$ cat src/rtl/fir_mac_pkg.sv
`timescale 1ns/1ps
package fir_mac_pkg;

    typedef enum logic [1:0] {
        ST_IDLE,
        ST_RUN,
        ST_DONE
    } seq_state_t;

    // Tap weight, symmetric about the centre of the tap line.
    function automatic int tap_weight(input int k, input int taps, input int cw);
        int m;
        int span;
        m    = (k < taps - 1 - k) ? k : (taps - 1 - k);
        span = 1 << cw;
        return ((m * 37 + 13) % span) - (span / 2);
    endfunction

endpackage

$ cat src/rtl/fir_coef_rom.sv
`timescale 1ns/1ps
module fir_coef_rom #(
    parameter int TAPS   = 56,
    parameter int COEF_W = 8,
    parameter int IDX_W  = 6
) (
    input  logic        [IDX_W-1:0]  idx,
    output logic signed [COEF_W-1:0] coef
);
    import fir_mac_pkg::*;

    logic signed [COEF_W-1:0] weights [TAPS];

    for (genvar i = 0; i < TAPS; i++) begin : g_rom
        assign weights[i] = COEF_W'(tap_weight(i, TAPS, COEF_W));
    end

    always_comb begin
        if (int'(idx) < TAPS) begin
            coef = weights[idx];
        end else begin
            coef = '0;
        end
    end

endmodule

$ cat src/rtl/fir_sample_ram.sv
`timescale 1ns/1ps
module fir_sample_ram #(
    parameter int DEPTH  = 56,
    parameter int DATA_W = 12,
    parameter int ADDR_W = 6
) (
    input  logic                     clk,
    input  logic                     rst,
    input  logic                     wr_en,
    input  logic        [ADDR_W-1:0] wr_addr,
    input  logic signed [DATA_W-1:0] wr_data,
    input  logic        [ADDR_W-1:0] rd_addr,
    output logic signed [DATA_W-1:0] rd_data
);
    logic signed [DATA_W-1:0] store [DEPTH];

    // History is cleared by reset so early outputs see zeros.
    always_ff @(posedge clk or posedge rst) begin
        if (rst) begin
            for (int i = 0; i < DEPTH; i++) begin
                store[i] <= '0;
            end
        end else if (wr_en) begin
            store[wr_addr] <= wr_data;
        end
    end

    always_comb begin
        if (int'(rd_addr) < DEPTH) begin
            rd_data = store[rd_addr];
        end else begin
            rd_data = '0;
        end
    end

endmodule

$ cat src/rtl/fir_mac.sv
`timescale 1ns/1ps
module fir_mac #(
    parameter int SAMPLE_W = 12,
    parameter int COEF_W   = 8,
    parameter int ACC_W    = 26
) (
    input  logic                       clk,
    input  logic                       rst,
    input  logic                       clr,
    input  logic                       en,
    input  logic signed [SAMPLE_W-1:0] sample,
    input  logic signed [COEF_W-1:0]   coef,
    output logic signed [ACC_W-1:0]    acc
);
    localparam int PROD_W = SAMPLE_W + COEF_W;

    logic signed [PROD_W-1:0] prod;
    logic signed [ACC_W-1:0]  prod_ext;

    assign prod     = PROD_W'(sample) * PROD_W'(coef);
    assign prod_ext = {{(ACC_W - PROD_W){prod[PROD_W-1]}}, prod};

    // Growth bits cover TAPS full-scale products.
    always_ff @(posedge clk or posedge rst) begin
        if (rst) begin
            acc <= '0;
        end else if (clr) begin
            acc <= '0;
        end else if (en) begin
            acc <= acc + prod_ext;
        end
    end

endmodule

$ cat src/rtl/fir_sequencer.sv
`timescale 1ns/1ps
module fir_sequencer #(
    parameter int TAPS  = 56,
    parameter int IDX_W = 6
) (
    input  logic             clk,
    input  logic             rst,
    input  logic             sample_valid,
    output logic [IDX_W-1:0] tap_idx,
    output logic [IDX_W-1:0] rd_addr,
    output logic [IDX_W-1:0] wr_addr,
    output logic             wr_en,
    output logic             mac_clr,
    output logic             mac_en,
    output logic             busy,
    output logic             out_valid,
    output logic             overrun
);
    import fir_mac_pkg::*;

    localparam logic [IDX_W-1:0] LAST_TAP = IDX_W'(TAPS - 1);
    localparam logic [IDX_W:0]   DEPTH_X  = (IDX_W + 1)'(TAPS);

    seq_state_t       state_q, state_d;
    logic [IDX_W-1:0] tap_q;
    logic [IDX_W-1:0] wptr_q;
    logic [IDX_W-1:0] newest_q;
    logic             ovr_q;
    logic             accept;
    logic [IDX_W:0]   back_addr;

    // Accepted in IDLE or in the presentation cycle; dropped in RUN.
    assign accept = sample_valid && (state_q != ST_RUN);

    // State register.
    always_ff @(posedge clk or posedge rst) begin
        if (rst) begin
            state_q <= ST_IDLE;
        end else begin
            state_q <= state_d;
        end
    end

    // Next-state selection.
    always_comb begin
        state_d = state_q;
        unique case (state_q)
            ST_IDLE: if (accept) state_d = ST_RUN;
            ST_RUN:  if (tap_q == LAST_TAP) state_d = ST_DONE;
            ST_DONE: state_d = accept ? ST_RUN : ST_IDLE;
            default: state_d = ST_IDLE;
        endcase
    end

    // Tap counter, circular write pointer, newest-sample pointer, drop flag.
    always_ff @(posedge clk or posedge rst) begin
        if (rst) begin
            tap_q    <= '0;
            wptr_q   <= '0;
            newest_q <= '0;
            ovr_q    <= 1'b0;
        end else begin
            if (accept) begin
                tap_q    <= '0;
                newest_q <= wptr_q;
                wptr_q   <= (wptr_q == LAST_TAP) ? '0 : wptr_q + 1'b1;
            end else if (state_q == ST_RUN) begin
                tap_q <= tap_q + 1'b1;
            end
            if (sample_valid && state_q == ST_RUN) begin
                ovr_q <= 1'b1;
            end
        end
    end

    // Read address walks backwards from the newest sample with wrap.
    always_comb begin
        if (newest_q >= tap_q) begin
            back_addr = {1'b0, newest_q} - {1'b0, tap_q};
        end else begin
            back_addr = {1'b0, newest_q} + DEPTH_X - {1'b0, tap_q};
        end
    end

    // Outputs.
    always_comb begin
        tap_idx   = tap_q;
        rd_addr   = back_addr[IDX_W-1:0];
        wr_addr   = wptr_q;
        wr_en     = accept;
        mac_clr   = accept;
        mac_en    = 1'b0;
        busy      = 1'b0;
        out_valid = 1'b0;
        overrun   = ovr_q;
        unique case (state_q)
            ST_IDLE: ;
            ST_RUN: begin
                mac_en = 1'b1;
                busy   = 1'b1;
            end
            ST_DONE: out_valid = 1'b1;
            default: ;
        endcase
    end

endmodule

$ cat src/rtl/fir_single_mac.sv
`timescale 1ns/1ps
module fir_single_mac #(
    parameter int TAPS     = 56,
    parameter int SAMPLE_W = 12,
    parameter int COEF_W   = 8,
    parameter int IDX_W    = $clog2(TAPS),
    parameter int ACC_W    = SAMPLE_W + COEF_W + $clog2(TAPS)
) (
    input  logic                       clk,
    input  logic                       rst,
    input  logic                       sample_valid,
    input  logic signed [SAMPLE_W-1:0] sample_in,
    output logic                       out_valid,
    output logic signed [ACC_W-1:0]    out_data,
    output logic                       busy,
    output logic                       overrun
);
    logic        [IDX_W-1:0]    tap_idx;
    logic        [IDX_W-1:0]    rd_addr;
    logic        [IDX_W-1:0]    wr_addr;
    logic                       wr_en;
    logic                       mac_clr;
    logic                       mac_en;
    logic signed [SAMPLE_W-1:0] hist_sample;
    logic signed [COEF_W-1:0]   weight;

    fir_sequencer #(
        .TAPS  (TAPS),
        .IDX_W (IDX_W)
    ) u_seq (
        .clk          (clk),
        .rst          (rst),
        .sample_valid (sample_valid),
        .tap_idx      (tap_idx),
        .rd_addr      (rd_addr),
        .wr_addr      (wr_addr),
        .wr_en        (wr_en),
        .mac_clr      (mac_clr),
        .mac_en       (mac_en),
        .busy         (busy),
        .out_valid    (out_valid),
        .overrun      (overrun)
    );

    fir_sample_ram #(
        .DEPTH  (TAPS),
        .DATA_W (SAMPLE_W),
        .ADDR_W (IDX_W)
    ) u_hist (
        .clk     (clk),
        .rst     (rst),
        .wr_en   (wr_en),
        .wr_addr (wr_addr),
        .wr_data (sample_in),
        .rd_addr (rd_addr),
        .rd_data (hist_sample)
    );

    fir_coef_rom #(
        .TAPS   (TAPS),
        .COEF_W (COEF_W),
        .IDX_W  (IDX_W)
    ) u_rom (
        .idx  (tap_idx),
        .coef (weight)
    );

    fir_mac #(
        .SAMPLE_W (SAMPLE_W),
        .COEF_W   (COEF_W),
        .ACC_W    (ACC_W)
    ) u_mac (
        .clk    (clk),
        .rst    (rst),
        .clr    (mac_clr),
        .en     (mac_en),
        .sample (hist_sample),
        .coef   (weight),
        .acc    (out_data)
    );

endmodule

$ cat config.mk
export PLATFORM = sky130hd
export DESIGN_NAME = fir_single_mac
export DESIGN_NICKNAME = d
export VERILOG_FILES = /design/src/rtl/fir_mac_pkg.sv /design/src/rtl/fir_coef_rom.sv /design/src/rtl/fir_sample_ram.sv /design/src/rtl/fir_mac.sv /design/src/rtl/fir_sequencer.sv /design/src/rtl/fir_single_mac.sv
export SDC_FILE = /design/constraint.sdc
export NUM_CORES = 2
export LEC_CHECK = 0
export ABC_AREA = 1
export BUFFER_PORTS_ARGS = -buffer_cell sky130_fd_sc_hd__buf_4
export CORE_ASPECT_RATIO = 0.6
export CORE_MARGIN = 2
export CORE_UTILIZATION = 50
export DETAILED_ROUTE_END_ITERATION = 7
export PLACE_DENSITY = 0.72
export REMOVE_ABC_BUFFERS = 1
export SKIP_CTS_REPAIR_TIMING = 1
export SLEW_MARGIN = 20
export SYNTH_ARGS = -nofsm -noshare
export SYNTH_HDL_FRONTEND = slang
export SYNTH_SLANG_ARGS = --single-unit
$ cat constraint.sdc
create_clock -name clk -period 30.9 [get_ports clk]
set_clock_uncertainty 0.05 [all_clocks]
set_input_delay 3.09 -clock clk [delete_from_list [all_inputs] [get_ports clk]]
set_output_delay 3.09 -clock clk [all_outputs]
set_load 0.03 [all_outputs]
==> results.cfg <==
[critical_path]
crit_arrival_ns = 10.82
r2r_slack_ns = 20.62
start_kind = flip-flop
crit_fanout = 88
crit_type = reg -> reg
cpPeakStageDelay_ns = 0.97
crit_path_top_delay_cell = a21oi_2
endpoint_kind = flip-flop
crit_top_cell = nand2_1
crit_required_ns = 31.45

[global_routing]
grt_pass1_wl_um = 187000
grt_pass1_vias = 31100
antenna_found_initial = 3
track_usage = 0.302
grt_max_degree = 187
overflow = 0

[place]
gp_congestion = 0.961
hpwl_um = 75100
io_buffer_count = 43
preCtsSetupSlack_ns = 20.96
dpl_cell_area_um2 = 39500

[logic_synthesis]
synth.area.top_cells = dfrtp_1, nand2_1, o21ai_0, fa_1, nand3_1
syn_inst = 4835
yosysSeqAreaShare = 0.462
yosys_warnings = 0
async_flop_share = 1.00
syn-cell-area_um2 = 38900
syn_area_per_cell_um2 = 8.05
yosysTopAreaCell = dfrtp_1
yosys_register_bits = 719
synth_cell_types = 47
yosys_most_used_dff = dfrtp_1
synth_top_area_share = 0.462
synth-edff-count = 0

[layout]
fin_nets = 4862
design_area_um2 = 41900
drive_above_1_share = 0.0509
syn_to_final_growth_pct = 7.62

[sta]
min_period_ns = 10.28
hold_ws_ns = 0.433
final.setup.tns_ns = 0
final_max_slew_viol_count = 0
final-hold-violation-count = 0
max_freq_ghz = 0.0973
setup_viol = 0
rsz0062_at_grt = false
max_slew_margin = 0.224
timing.final.crit_share = 0.333
postLayoutSetupSlackWorst_ns = 20.62
worstMarginPinSlew_ns = 1.16

[power_and_ir_drop]
total_power_w = 0.00539
vdd_drop_max_mv = 0.328
p_leak_nw = 19.4
power_density_nw_per_um2 = 129

[routing]
firstDrtPassIters = 6
route.detailed.drc = 0
routedWlPerCell_um = 20.8
vias_per_cell = 5.91
routed-via-count = 34000
wirelength_um = 120000
ant_nets = 0
drtIter0Drc = 4615

[clocking]
root_buffer = clkbuf_16
h-tree-depth = 3
clkTransAtPathRegs_ns = 0.07
insertion_delay_ns = 0.68
cts_max_path_buffers = 3
cts_sinks = 719
cts_tree = done
cts_inserted_buffers = 69

[worst_hold_path]
hp-class = reg -> reg

[status]
status = finished clean

[floorplan]
start_util = 0.503
coreArea_um2 = 77300
io_pins = 44
dieArea_um2 = 80100
num_rows = 79
die_w_um = 364
die_h_um = 220

[flow_run]
drv_cap = 0
## layout by cell type, fill, tap and decap left out, types with 3 or more instances in the layout
cell type	n
buf_12	5
ha_1	77
a21o_1	3
inv_2	13
o21ai_0	732
clkbuf_8	9
dfrtp_1	719
clkinv_2	16
a21oi_1	205
a31oi_1	4
buf_4	82
o21ai_1	15
xor2_1	6
inv_6	6
a32o_1	17
clkinv_1	5
nand2_1	1658
fa_1	128
a22o_1	72
o22ai_1	10
o22a_1	8
clkbuf_16	69
clkbuf_1	16
inv_1	200
buf_6	5
xnor2_1	8
nand3_1	401
nor3_1	9
bufinv_16	5
o21a_1	5
nand4_1	20
nor2_1	120
## synth_stat cells, drive strengths merged (3+ instances only)
cell type and number:
clkinv 6, a31oi 4, o21a 5, inv 218, o22ai 10, clkbuf 263, nor2 123, nand2 1661
a22o 72, nor4 3, nand4 20, ha 78, a32o 17, o21ai 748, a21oi 207, nor3 11
a21o 3, xor2 6, dfrtp 719, nand3 403, buf 95, o22a 8, xnor2 8, fa 129
## worst paths after layout
path,from,end,depth (start not counted)
min in group asynchronous,rst,u_hist.store[583]$_DFFE_PP0P_,2
max in group asynchronous,rst,u_hist.store[205]$_DFFE_PP0P_,5
worst max-delay path,u_seq.tap_idx[0]$_DFFE_PP0P_,u_mac.acc[25]$_DFFE_PP0P_,29
worst max register to register,u_seq.tap_idx[0]$_DFFE_PP0P_,u_mac.acc[25]$_DFFE_PP0P_,29
worst min register to register,u_hist.store[201]$_DFFE_PP0P_,u_hist.store[201]$_DFFE_PP0P_,2
worst min-delay path,u_hist.store[201]$_DFFE_PP0P_,u_hist.store[201]$_DFFE_PP0P_,2
## registers in the layout, summed over array words and instances, names as in the netlist
signal,flops
u_seq.overrun,1
u_seq.wr_addr,6
u_hist.store,672
u_mac.acc,26
u_seq.newest_q,6
u_seq.state_q,2
u_seq.tap_idx,6
## logic make-up (layout without fill, tap and decap cells)
group / after synthesis / after routing / synth area share
simple gates: 2225 / 2225 / 0.232
fa+ha+maj: 207 / 207 / 0.0914
compound gates: 1088 / 1088 / 0.152
other cells: 0 / 1 / 0
xor+xnor: 14 / 14 / 0.00315
buf+inv: 582 / 440 / 0.0595
flops: 719 / 719 / 0.462
## layout make-up
| cell class | instances | area (um2) |
|---|---|---|
| tap | 1053 | 1320 |
| antenna | 1 | 2.50 |
| timing repair buffer | 92 | 772 |
| inverter | 224 | 865 |
| clock inverter | 30 | 355 |
| sequential | 719 | 18000 |
| clock buffer | 94 | 1910 |
| multi-input combinational | 3534 | 18700 |
| fill | 7236 | 35400 |
## power by group
group          switching (W)  internal [W]
sequential         0.0000246       0.00101
clock               0.000398      0.000483
combinational        0.00227       0.00120
total                0.00270       0.00269
## stage by stage
step | cells | utilization
floorplan | 4477 | -
global placement | 5617 | 0.512
detailed placement | 5617 | 0.512
CTS | 5741 | 0.541
global route | 5746 | 0.542
finish | 5747 | 0.542
## routing by layer
layer  track usage  vias up  share of wire
li1              -    15400              -
met1         0.471    16500           0.46
met2         0.401     1829           0.39
met3        0.0928      200           0.12
met4        0.0759        2          0.021
met5             0        -       0.000059
## critical path: cells and delay by family (launching register included)
kind                       cells  cell delay, ns
DFF                            1            0.50
and+or+nand+nor               12            1.48
adders and majority gates      8            3.84
AOI/OAI and AO/OA              4            1.96
buffers and inverters          5            2.18
No activity file was read; power rests on OpenSTA's default activity.
